$ cat src/rtl/swd_pkg.sv
package swd_pkg;
  localparam int unsigned NUM_STALL = 3;
  localparam int unsigned ADDR_W    = 3;

  typedef enum logic [ADDR_W-1:0] {
    A_CTRL   = 3'd0,
    A_LOAD   = 3'd1,
    A_KICK   = 3'd2,
    A_COUNT  = 3'd3,
    A_STATUS = 3'd4
  } reg_addr_e;
endpackage

$ cat src/rtl/swd_stall.sv
module swd_stall #(
  parameter int unsigned NSTALL  = 3,
  parameter int unsigned DBG_IDX = 2
) (
  input  logic [NSTALL-1:0] stall_i,
  input  logic [NSTALL-1:0] mask_i,
  input  logic              dbg_en_i,
  output logic              stall_o
);
  logic [NSTALL-1:0] line;

  // Line DBG_IDX also asserts whenever debug is disabled.
  for (genvar i = 0; i < NSTALL; i++) begin : g_line
    if (i == DBG_IDX) begin : g_dbg
      assign line[i] = stall_i[i] | ~dbg_en_i;
    end else begin : g_plain
      assign line[i] = stall_i[i];
    end
  end

  assign stall_o = |(line & mask_i);

  always_comb begin

    if (mask_i[DBG_IDX] && !dbg_en_i) begin
      dbg_stall_chk: assert (stall_o);
    end
  end
endmodule

$ cat src/rtl/swd_regs.sv
module swd_regs
  import swd_pkg::*;
#(
  parameter int unsigned DATA_W   = 16,
  parameter int unsigned CNT_W    = 16,
  parameter int unsigned NSTALL   = 3,
  parameter logic [CNT_W-1:0] RST_LOAD = 10
) (
  input  logic              clk,
  input  logic              rst_n,
  input  logic              wr_en_i,
  input  logic [ADDR_W-1:0] addr_i,
  input  logic [DATA_W-1:0] wdata_i,
  output logic [DATA_W-1:0] rdata_o,
  input  logic [CNT_W-1:0]  cnt_i,
  input  logic              fire_i,
  output logic              en_o,
  output logic [NSTALL-1:0] mask_o,
  output logic [CNT_W-1:0]  load_o,
  output logic              kick_o,
  output logic              arm_o
);
  localparam int unsigned CTRL_W = NSTALL + 1;

  logic              en_q, en_d;
  logic [NSTALL-1:0] mask_q, mask_d;
  logic [CNT_W-1:0]  load_q, load_d;
  logic              sts_q, sts_d;
  logic              wr_ctrl, wr_load, wr_kick, wr_sts;

  assign wr_ctrl = wr_en_i && (addr_i == A_CTRL);
  assign wr_load = wr_en_i && (addr_i == A_LOAD);
  assign wr_kick = wr_en_i && (addr_i == A_KICK);
  assign wr_sts  = wr_en_i && (addr_i == A_STATUS);

  always_comb begin
    en_d   = en_q;
    mask_d = mask_q;
    load_d = load_q;
    sts_d  = sts_q;
    if (wr_ctrl) begin
      en_d   = wdata_i[0];
      mask_d = wdata_i[CTRL_W-1:1];
    end
    if (wr_load) load_d = wdata_i[CNT_W-1:0];
    if (fire_i) sts_d = 1'b1;
    else if (wr_sts && wdata_i[0]) sts_d = 1'b0;
  end

  always_ff @(posedge clk or negedge rst_n) begin
    if (!rst_n) begin
      en_q   <= 1'b0;
      mask_q <= '0;
      load_q <= RST_LOAD;
      sts_q  <= 1'b0;
    end else begin
      en_q   <= en_d;
      mask_q <= mask_d;
      load_q <= load_d;
      sts_q  <= sts_d;
    end
  end

  assign en_o   = en_q;
  assign mask_o = mask_q;
  assign load_o = load_q;
  assign kick_o = wr_kick;
  assign arm_o  = wr_ctrl && wdata_i[0] && !en_q;

  always_comb begin
    rdata_o = '0;
    case (addr_i)
      A_CTRL:   rdata_o[CTRL_W-1:0] = {mask_q, en_q};
      A_LOAD:   rdata_o[CNT_W-1:0]  = load_q;
      A_COUNT:  rdata_o[CNT_W-1:0]  = cnt_i;
      A_STATUS: rdata_o[0]          = sts_q;
      default:  rdata_o = '0;
    endcase
  end


  sts_set_chk: assert property (@(posedge clk) disable iff (!rst_n)
    fire_i |=> sts_q);
endmodule

$ cat src/rtl/swd_counter.sv
module swd_counter #(
  parameter int unsigned CNT_W = 16
) (
  input  logic             clk,
  input  logic             rst_n,
  input  logic             en_i,
  input  logic             tick_i,
  input  logic             stall_i,
  input  logic             arm_i,
  input  logic             kick_i,
  input  logic [CNT_W-1:0] load_i,
  output logic [CNT_W-1:0] cnt_o,
  output logic             fire_o,
  output logic             evt_o
);
  localparam logic [CNT_W-1:0] ONE = CNT_W'(1);

  logic [CNT_W-1:0] cnt_q, cnt_d;
  logic             evt_q, fire;
  logic             reload, step;

  assign reload = arm_i || kick_i;
  assign step   = en_i && tick_i && !stall_i;

  always_comb begin
    cnt_d = cnt_q;
    fire  = 1'b0;
    if (reload) begin
      cnt_d = load_i;
    end else if (step) begin
      if (cnt_q <= ONE) begin
        cnt_d = load_i;
        fire  = 1'b1;
      end else begin
        cnt_d = cnt_q - ONE;
      end
    end
  end

  always_ff @(posedge clk or negedge rst_n) begin
    if (!rst_n) begin
      cnt_q <= '0;
      evt_q <= 1'b0;
    end else begin
      cnt_q <= cnt_d;
      evt_q <= fire;
    end
  end

  assign cnt_o  = cnt_q;
  assign fire_o = fire;
  assign evt_o  = evt_q;


  dec_chk: assert property (@(posedge clk) disable iff (!rst_n)
    (en_i && tick_i && !stall_i && !arm_i && !kick_i && cnt_q > ONE)
      |=> cnt_q == $past(cnt_q) - ONE);

  evt_cause_chk: assert property (@(posedge clk) disable iff (!rst_n)
    evt_q |-> $past(tick_i && en_i));

  reload_chk: assert property (@(posedge clk) disable iff (!rst_n)
    (arm_i || kick_i) |=> (cnt_q == $past(load_i)) && !evt_q);

  stall_hold_chk: assert property (@(posedge clk) disable iff (!rst_n)
    (en_i && tick_i && stall_i && !arm_i && !kick_i) |=> $stable(cnt_q) && !evt_q);

  off_hold_chk: assert property (@(posedge clk) disable iff (!rst_n)
    (!en_i && !arm_i && !kick_i) |=> $stable(cnt_q) && !evt_q);
endmodule

$ cat src/rtl/stall_watchdog.sv
module stall_watchdog
  import swd_pkg::*;
#(
  parameter int unsigned DATA_W   = 16,
  parameter int unsigned CNT_W    = 16,
  parameter int unsigned DBG_IDX  = 2,
  parameter logic [CNT_W-1:0] RST_LOAD = 10
) (
  input  logic                 clk,
  input  logic                 rst_n,
  input  logic                 tick_i,
  input  logic [NUM_STALL-1:0] stall_i,
  input  logic                 dbg_en_i,
  input  logic                 wr_en_i,
  input  logic [ADDR_W-1:0]    addr_i,
  input  logic [DATA_W-1:0]    wdata_i,
  output logic [DATA_W-1:0]    rdata_o,
  output logic                 wdt_event_o
);
  logic [1:0]           rst_sync;
  logic                 rst_sn;
  logic                 en, kick, arm, stall, fire;
  logic [NUM_STALL-1:0] mask;
  logic [CNT_W-1:0]     load_val, cnt;

  // Asynchronous assert, synchronous release.
  always_ff @(posedge clk or negedge rst_n) begin
    if (!rst_n) rst_sync <= 2'b00;
    else        rst_sync <= {rst_sync[0], 1'b1};
  end
  assign rst_sn = rst_sync[1];

  swd_regs #(
    .DATA_W(DATA_W), .CNT_W(CNT_W), .NSTALL(NUM_STALL), .RST_LOAD(RST_LOAD)
  ) u_regs (
    .clk(clk), .rst_n(rst_sn), .wr_en_i(wr_en_i), .addr_i(addr_i),
    .wdata_i(wdata_i), .rdata_o(rdata_o), .cnt_i(cnt), .fire_i(fire),
    .en_o(en), .mask_o(mask), .load_o(load_val), .kick_o(kick), .arm_o(arm)
  );

  swd_stall #(.NSTALL(NUM_STALL), .DBG_IDX(DBG_IDX)) u_stall (
    .stall_i(stall_i), .mask_i(mask), .dbg_en_i(dbg_en_i), .stall_o(stall)
  );

  swd_counter #(.CNT_W(CNT_W)) u_cnt (
    .clk(clk), .rst_n(rst_sn), .en_i(en), .tick_i(tick_i), .stall_i(stall),
    .arm_i(arm), .kick_i(kick), .load_i(load_val), .cnt_o(cnt),
    .fire_o(fire), .evt_o(wdt_event_o)
  );
endmodule

$ cat config.mk
export PLATFORM = sky130hd
export DESIGN_NAME = stall_watchdog
export DESIGN_NICKNAME = d
export VERILOG_FILES = /design/src/rtl/swd_pkg.sv /design/src/rtl/swd_stall.sv /design/src/rtl/swd_regs.sv /design/src/rtl/swd_counter.sv /design/src/rtl/stall_watchdog.sv
export SDC_FILE = /design/constraint.sdc
export NUM_CORES = 1
export LEC_CHECK = 0
export BUFFER_PORTS_ARGS = -buffer_cell sky130_fd_sc_hd__clkbuf_2
export CAP_MARGIN = 20
export CORE_MARGIN = 2
export CORE_UTILIZATION = 55
export CTS_BUF_LIST = sky130_fd_sc_hd__clkbuf_8
export DETAILED_ROUTE_END_ITERATION = 8
export PLACE_DENSITY = 0.79
export SLEW_MARGIN = 20
export SYNTH_ARGS = -nofsm -noshare
export SYNTH_HDL_FRONTEND = slang
export SYNTH_SLANG_ARGS = --single-unit
$ cat constraint.sdc
create_clock -name clk -period 1.6 [get_ports clk]
set_input_delay 0.16 -clock clk [delete_from_list [all_inputs] [get_ports clk]]
set_output_delay 0.16 -clock clk [all_outputs]
set_load 0.1 [all_outputs]
# Word-level counts from Yosys, hierarchy flattened
# Index checks and enable logic that the tools add are counted.
[totals] word_cells=43 inputBits=27 out_inout_bits=17 regBits=40
[op_classes] n_bitwise=3 mux=11 n_reduce_logical=16 n_addsub=1 order_cmp=1 eq_ne=4
[op_table] op="two-way mux 16 bit" count=3
[op_table] op="one-hot mux 12 bit (2 select lines)" count=1
[op_table] op="<= comparator 16 x 1 -> 1 bit (second input constant)" count=1
[op_table] op="subtractor 16 x 1 -> 16 bit (second input constant)" count=1
[op_table] op="logical AND 1 bit" count=9
[op_table] op="one-hot mux 3 bit (3 select lines)" count=1
[op_table] op="equality test 3 x 2 -> 1 bit (second input constant)" count=2
[op_table] op="two-way mux 1 bit" count=5
[op_table] op="one-hot mux 1 bit (4 select lines)" count=1
[op_table] op="nonzero test 2 bit" count=2
[op_table] op="bitwise AND 3 bit" count=1
[op_table] op="equality test 3 x 1 -> 1 bit (second input constant)" count=1
[op_table] op="equality test 3 bit (second input constant)" count=1
[op_table] op="zero test 3 bit" count=1
[op_table] op="OR reduction 3 bit" count=1
[op_table] op="zero test 1 bit" count=2
[op_table] op="logical OR 1 bit" count=1
[op_table] op="NOT 1 bit" count=1
[op_table] op="bitwise OR 1 bit" count=1

# Logic depth before layout (Yosys ltp)
[logic_depth] depth_word=9 depth_mapped=8 ltp_nobuf=7

# By module
# Synthesis repeated with hierarchy kept, for this count alone.
[unflattened] cells_unflattened=247 area_unflattened_um2=2412.3
[modules_own_cells] module="swd_counter" cells_per_inst=143 area_per_inst_um2=1198.6 n_inst=1 seq_area_each_um2=425.4
[modules_own_cells] module="swd_regs" cells_per_inst=97 area_per_inst_um2=1137.3 n_inst=1 seq_area_each_um2=528.0
[modules_own_cells] module="stall_watchdog" cells_per_inst=3 area_per_inst_um2=53.8 n_inst=1 seq_area_each_um2=50.0
[modules_own_cells] module="swd_stall" cells_per_inst=4 area_per_inst_um2=22.5 n_inst=1 seq_area_each_um2=0.0

# Worst setup path before layout
# No wires, ideal clock.
[synth_timing] kind="in2out" start="input addr_i[1]" end="output rdata_o[0]" arrival_ns=3.093 required_time_ns=1.440 path_slack_ns=-1.653 path_stages=3 path_buffers=2 cell_sequence="clkbuf_1 clkbuf_1 o32ai_1"
[synth_between] elab_chain_len=2 elab_cells_between_ends=5 cone_classes="eq/ne (3); mux (1); reduce/logical (1)"
[synth_lines] item="start, declared" line="stall_watchdog.sv:15" source="input logic [ADDR_W-1:0] addr_i,"
[synth_lines] item="equality test 3 bit, or another cell as far along" line="swd_regs.sv:72" source="case (addr_i)"
[synth_lines] item="one-hot mux 1 bit (4 select lines) *" line="swd_regs.sv:72"
[synth_lines] item="end, declared" line="stall_watchdog.sv:17" source="output logic [DATA_W-1:0] rdata_o,"
# Every way passes the cells marked *; elsewhere a longest branch is shown, timed or not.

# Final worst setup path
[layout_timing] start="register u_cnt.cnt_q[2] (netlist: u_cnt.cnt_o[2])" end="register u_cnt.cnt_q[3] (netlist: u_cnt.cnt_o[3])"
[layout_between] elab_chain_len=4 elab_cells_between_ends=5 cone_classes="add/sub (1); order compare (1); mux (3)"
[layout_lines] item="start, declared" line="swd_counter.sv:18" source="logic [CNT_W-1:0] cnt_q, cnt_d;"
[layout_lines] item="start signal, assigned" line="swd_counter.sv:45" source="cnt_q <= cnt_d;"
[layout_lines] item="subtractor 16 x 1 -> 16 bit or <= comparator 16 x 1 -> 1 bit (tied branches)" line="swd_counter.sv:35, swd_counter.sv:31"
[layout_lines] item="two-way mux 16 bit *" line="swd_counter.sv:31" source="if (cnt_q <= ONE) begin"
[layout_lines] item="two-way mux 16 bit *" line="swd_counter.sv:30" source="end else if (step) begin"
[layout_lines] item="two-way mux 16 bit *" line="swd_counter.sv:28" source="if (reload) begin"
# Every way passes the cells marked *; elsewhere a longest branch is shown, timed or not. The select of a mux whose other input is x is not followed.
# A chain may end at the register's enable or synchronous reset.

==> run_results.csv <==
group,metric,value,unit
synth,synth-edff-count,0,
synth,ys_seq_elements,40,
place,dp.final_hpwl,5525,um
setup_path,worstReg2RegStart,"u_cnt.cnt_o[2]",
floorplanning,die_w,68.82,um
synth,synth_async_sr_flop_share,100.0,%
pwr,p_clk_share,14.9,%
job,max-cap-violations,0,
worst_hold_path,min_from,"wdata_i[8]",
timing,hold_viol,0,
cells_and_area,syn_to_final_growth,59.12,%
synth,synth_nets,262,
floorplanning,num_rows,23,
timing,max_freq,0.4963,GHz
detailed_routing,via_count,2594,
timing,clock_skew,0.005586,ns
timing,fin_crit_sh,125.9,%
detailed_routing,drt_iter0_drc,480,
floorplanning,io_pins,44,
timing,worst_slack,-0.4148,ns
setup_path,r2r_cells,6,
timing,relSlewSlack,64.25,%
synth,synth_warnings,0,
pwr,intPower,2.670,mW
cells_and_area,nNetsFinal,359,
timing,worst_pin_slew,0.5214,ns
clock_tree,clkTransAtPathRegs,0.09,ns
floorplanning,initial_core_util,57.36,%
detailed_routing,wl_per_cell,24.37,um
status,violations,"setup timing",
synth,seq_area_frac_synth,43.42,%
setup_path,worstPathMaxFanout,9,
place,io_buffers,43,
setup_path,required,1.81,ns
pwr,p_sw_share,43.45,%
worst_hold_path,hold_end,"u_regs.load_o[8]",
clock_tree,cts_tree,"done",
global_route,grt_pass1_wl,12520,um
floorplanning,die_area,0.004736,mm2
global_route,antenna_found_initial,0,
global_route,grt_overflow,0,
detailed_routing,drc,0,
setup_path,crit_path_start_kind,"flop",
synth,syn_avg_cell_area,9.918,um2
setup_path,crit_path_end_kind,"flop",
setup_path,critical_path_arrival,2.23,ns
pwr,p_per_area,1284,mW/mm2
cells_and_area,fin_cells,381,
synth,synth_cells,233,
synth,synth_most_common_cell,"dfrtp_1",
setup_path,reg2reg_slack,-0.41,ns
status,status,"complete, but fails checks",
place,dp.cells,369,
synth,synthTopCellsByArea,"dfrtp_1, mux2_2, mux2i_1",
clock_tree,clk_latency,0.30,ns
pwr,pwr-share-seq,31.8,%
synth,synth_flop_cell,"dfrtp_1",
pwr,leakagePower,1.556,nW
cells_and_area,final_util,91.27,%
timing,fin_crit,2.015,ns
synth,netlist_area,0.002311,mm2
pwr,p_comb_share,53.2,%
clock_tree,cts_made_buffers,5,
global_route,grt_max_degree,22,
global_route,track_usage,37.39,%
synth,synth_top_area_share,41.15,%
place,gp_congestion,0.9490,
floorplanning,dieHeight,68.82,um
pwr,switchingPower,2.051,mW
detailed_routing,drt_wl_total,9286,um
clock_tree,cts_buffer_depth,2,
setup_path,critPathKind,"flop to flop",
detailed_routing,ant_nets,0,
timing,finalSetupViolations,20,
timing,rsz0062_at_grt,"true",
floorplanning,core,0.004029,mm2
clock_tree,cts.sinks,40,
synth,yosys-top-cells-count,"dfrtp_1, nor2_1, mux2_2",
worst_hold_path,worst_hold_path.num_cells,2,
worst_hold_path,hold_path.class,"input port to flop",
cells_and_area,drive_gt1_share,56.50,%
setup_path,reg2reg_to,"u_cnt.cnt_o[3]",
global_route,first_global_vias,2431,
timing,slew_viol_final,0,
detailed_routing,firstDrtPassIters,6,
clock_tree,ctsHtreeMaxLevel,2,
synth,yosysTopAreaCell,"dfrtp_1",
cells_and_area,diodes,0,
synth,yosysUniqueCellTypes,51,
pwr,peakVddDrop,927.3,uV
detailed_routing,vias_per_cell,6.808,
clock_tree,root_buffer,"clkbuf_8",
timing,worst_hold_slack,0.08249,ns
-- cell families (layout without fill, tap and decap cells) --
family	count (synthesis)	count (layout)	share of synthesized area, %
buffers and inverters	16	114	3.032
multiplexers	37	37	17.27
flip-flops	40	40	43.42
AND/OR/NAND/NOR	82	82	17.54
other	1	1	0.1623
AO/OA/AOI/OAI	55	55	17.49
adder cells (fa/ha/maj)	2	2	1.083
-- repair_timing --
item / CTS / global route
pin swaps: 3 / 11
endpoints found under the setup margin: 22 / 22
hold buffers: 1 / 0
resized for setup: 18 / 22
setup buffers: 0 / 4
hold endpoints to repair: 2 / 0
-- layout by cell type, fill, tap and decap left out, types with 3 or more instances in the layout --
cell type   n
buf_4      58
dfrtp_1    38
clkbuf_2   27
mux2_2     22
buf_12     18
nor2_4     16
nor2_1     16
mux2i_1    12
nand2_1     9
a21oi_1     7
o211ai_1    6
nand4_1     5
clkbuf_8    5
nor3_1      4
o21ai_1     4
nand3_1     4
a22oi_2     3
nand2_2     3
o22ai_1     3
-- layer usage --
| layer | GRT usage (%) | routed length (um) | vias to the layer above |
|---|---|---|---|
| met4 | 16.91 | 675 | 0 |
| met3 | 7.468 | 1000 | 72 |
| met2 | 59.98 | 4199 | 217 |
| met5 | 0 | 0 | - |
| li1 | - | - | 1073 |
| met1 | 48.85 | 3411 | 1232 |
-- registers in the layout, summed over array words and instances (netlist names) --
register,cells
rst_sync,2
u_cnt.cnt_o,16
u_cnt.evt_o,1
u_regs.en_o,1
u_regs.load_o,16
u_regs.mask_o,3
u_regs.sts_q,1
-- power by group through the flow --
| stage | Sequential, mW | Clock (mW) | Combinational, mW |
|---|---|---|---|
| final | 1.50 | 0.704 | 2.51 |
| after global routing | 1.52 | 0.744 | 2.60 |
| after CTS | 1.46 | 0.706 | 2.18 |
| after detailed placement | 1.46 | 0 | 2.10 |
| after global placement | 1.45 | 0 | 2.04 |
| after floorplan | 1.50 | 0 | 1.14 |
-- cell type report --
cell class / count / area, um2
multi-input combinational: 177 / 1570
sequential: 40 / 1003
timing repair buffer: 104 / 940.9
fill: 143 / 351.6
clock buffer: 5 / 68.82
tap: 50 / 62.56
clock inverter: 3 / 23.77
inverter: 2 / 7.507
-- how the worst max path moves through the flow --
stage | start | endpoint | cells after the start
6_report | u_cnt.cnt_o[2] | u_cnt.cnt_o[3] | 6
5_1_grt | u_cnt.cnt_o[2] | u_cnt.cnt_o[3] | 6
4_1_cts | u_cnt.cnt_o[3] | u_cnt.cnt_o[8] | 6
3_5_place_dp | u_cnt.cnt_o[8] | u_cnt.cnt_o[9] | 6
3_3_place_gp | u_cnt.cnt_o[5] | u_cnt.cnt_o[8] | 6
2_1_floorplan | u_cnt.cnt_o[4] | u_cnt.cnt_o[0] | 6
-- through the flow --
step           power, mW  TNS (ns)  cell area [um2]  worst slack, ns
2_1_floorplan      2.639    -3.607             2471          -0.3025
4_1_cts            4.348    -4.236             3545          -0.3166
3_5_place_dp       3.561    -4.553             3368          -0.3261
6_report           4.721    -5.903             3677          -0.4148
3_3_place_gp       3.489    -3.889             3368          -0.2806
5_1_grt            4.867    -6.513             3677          -0.4484
-- worst max-delay path, stage by stage, from the launching register on --
cell and delay [ns]:
dfrtp_1 0.38, or2_1 0.26, or4_4 0.62, o31ai_4 0.26, buf_12 0.18, a32oi_1 0.07, o21ai_1 0.15
Note: power is estimated with default switching activity, not from simulation.
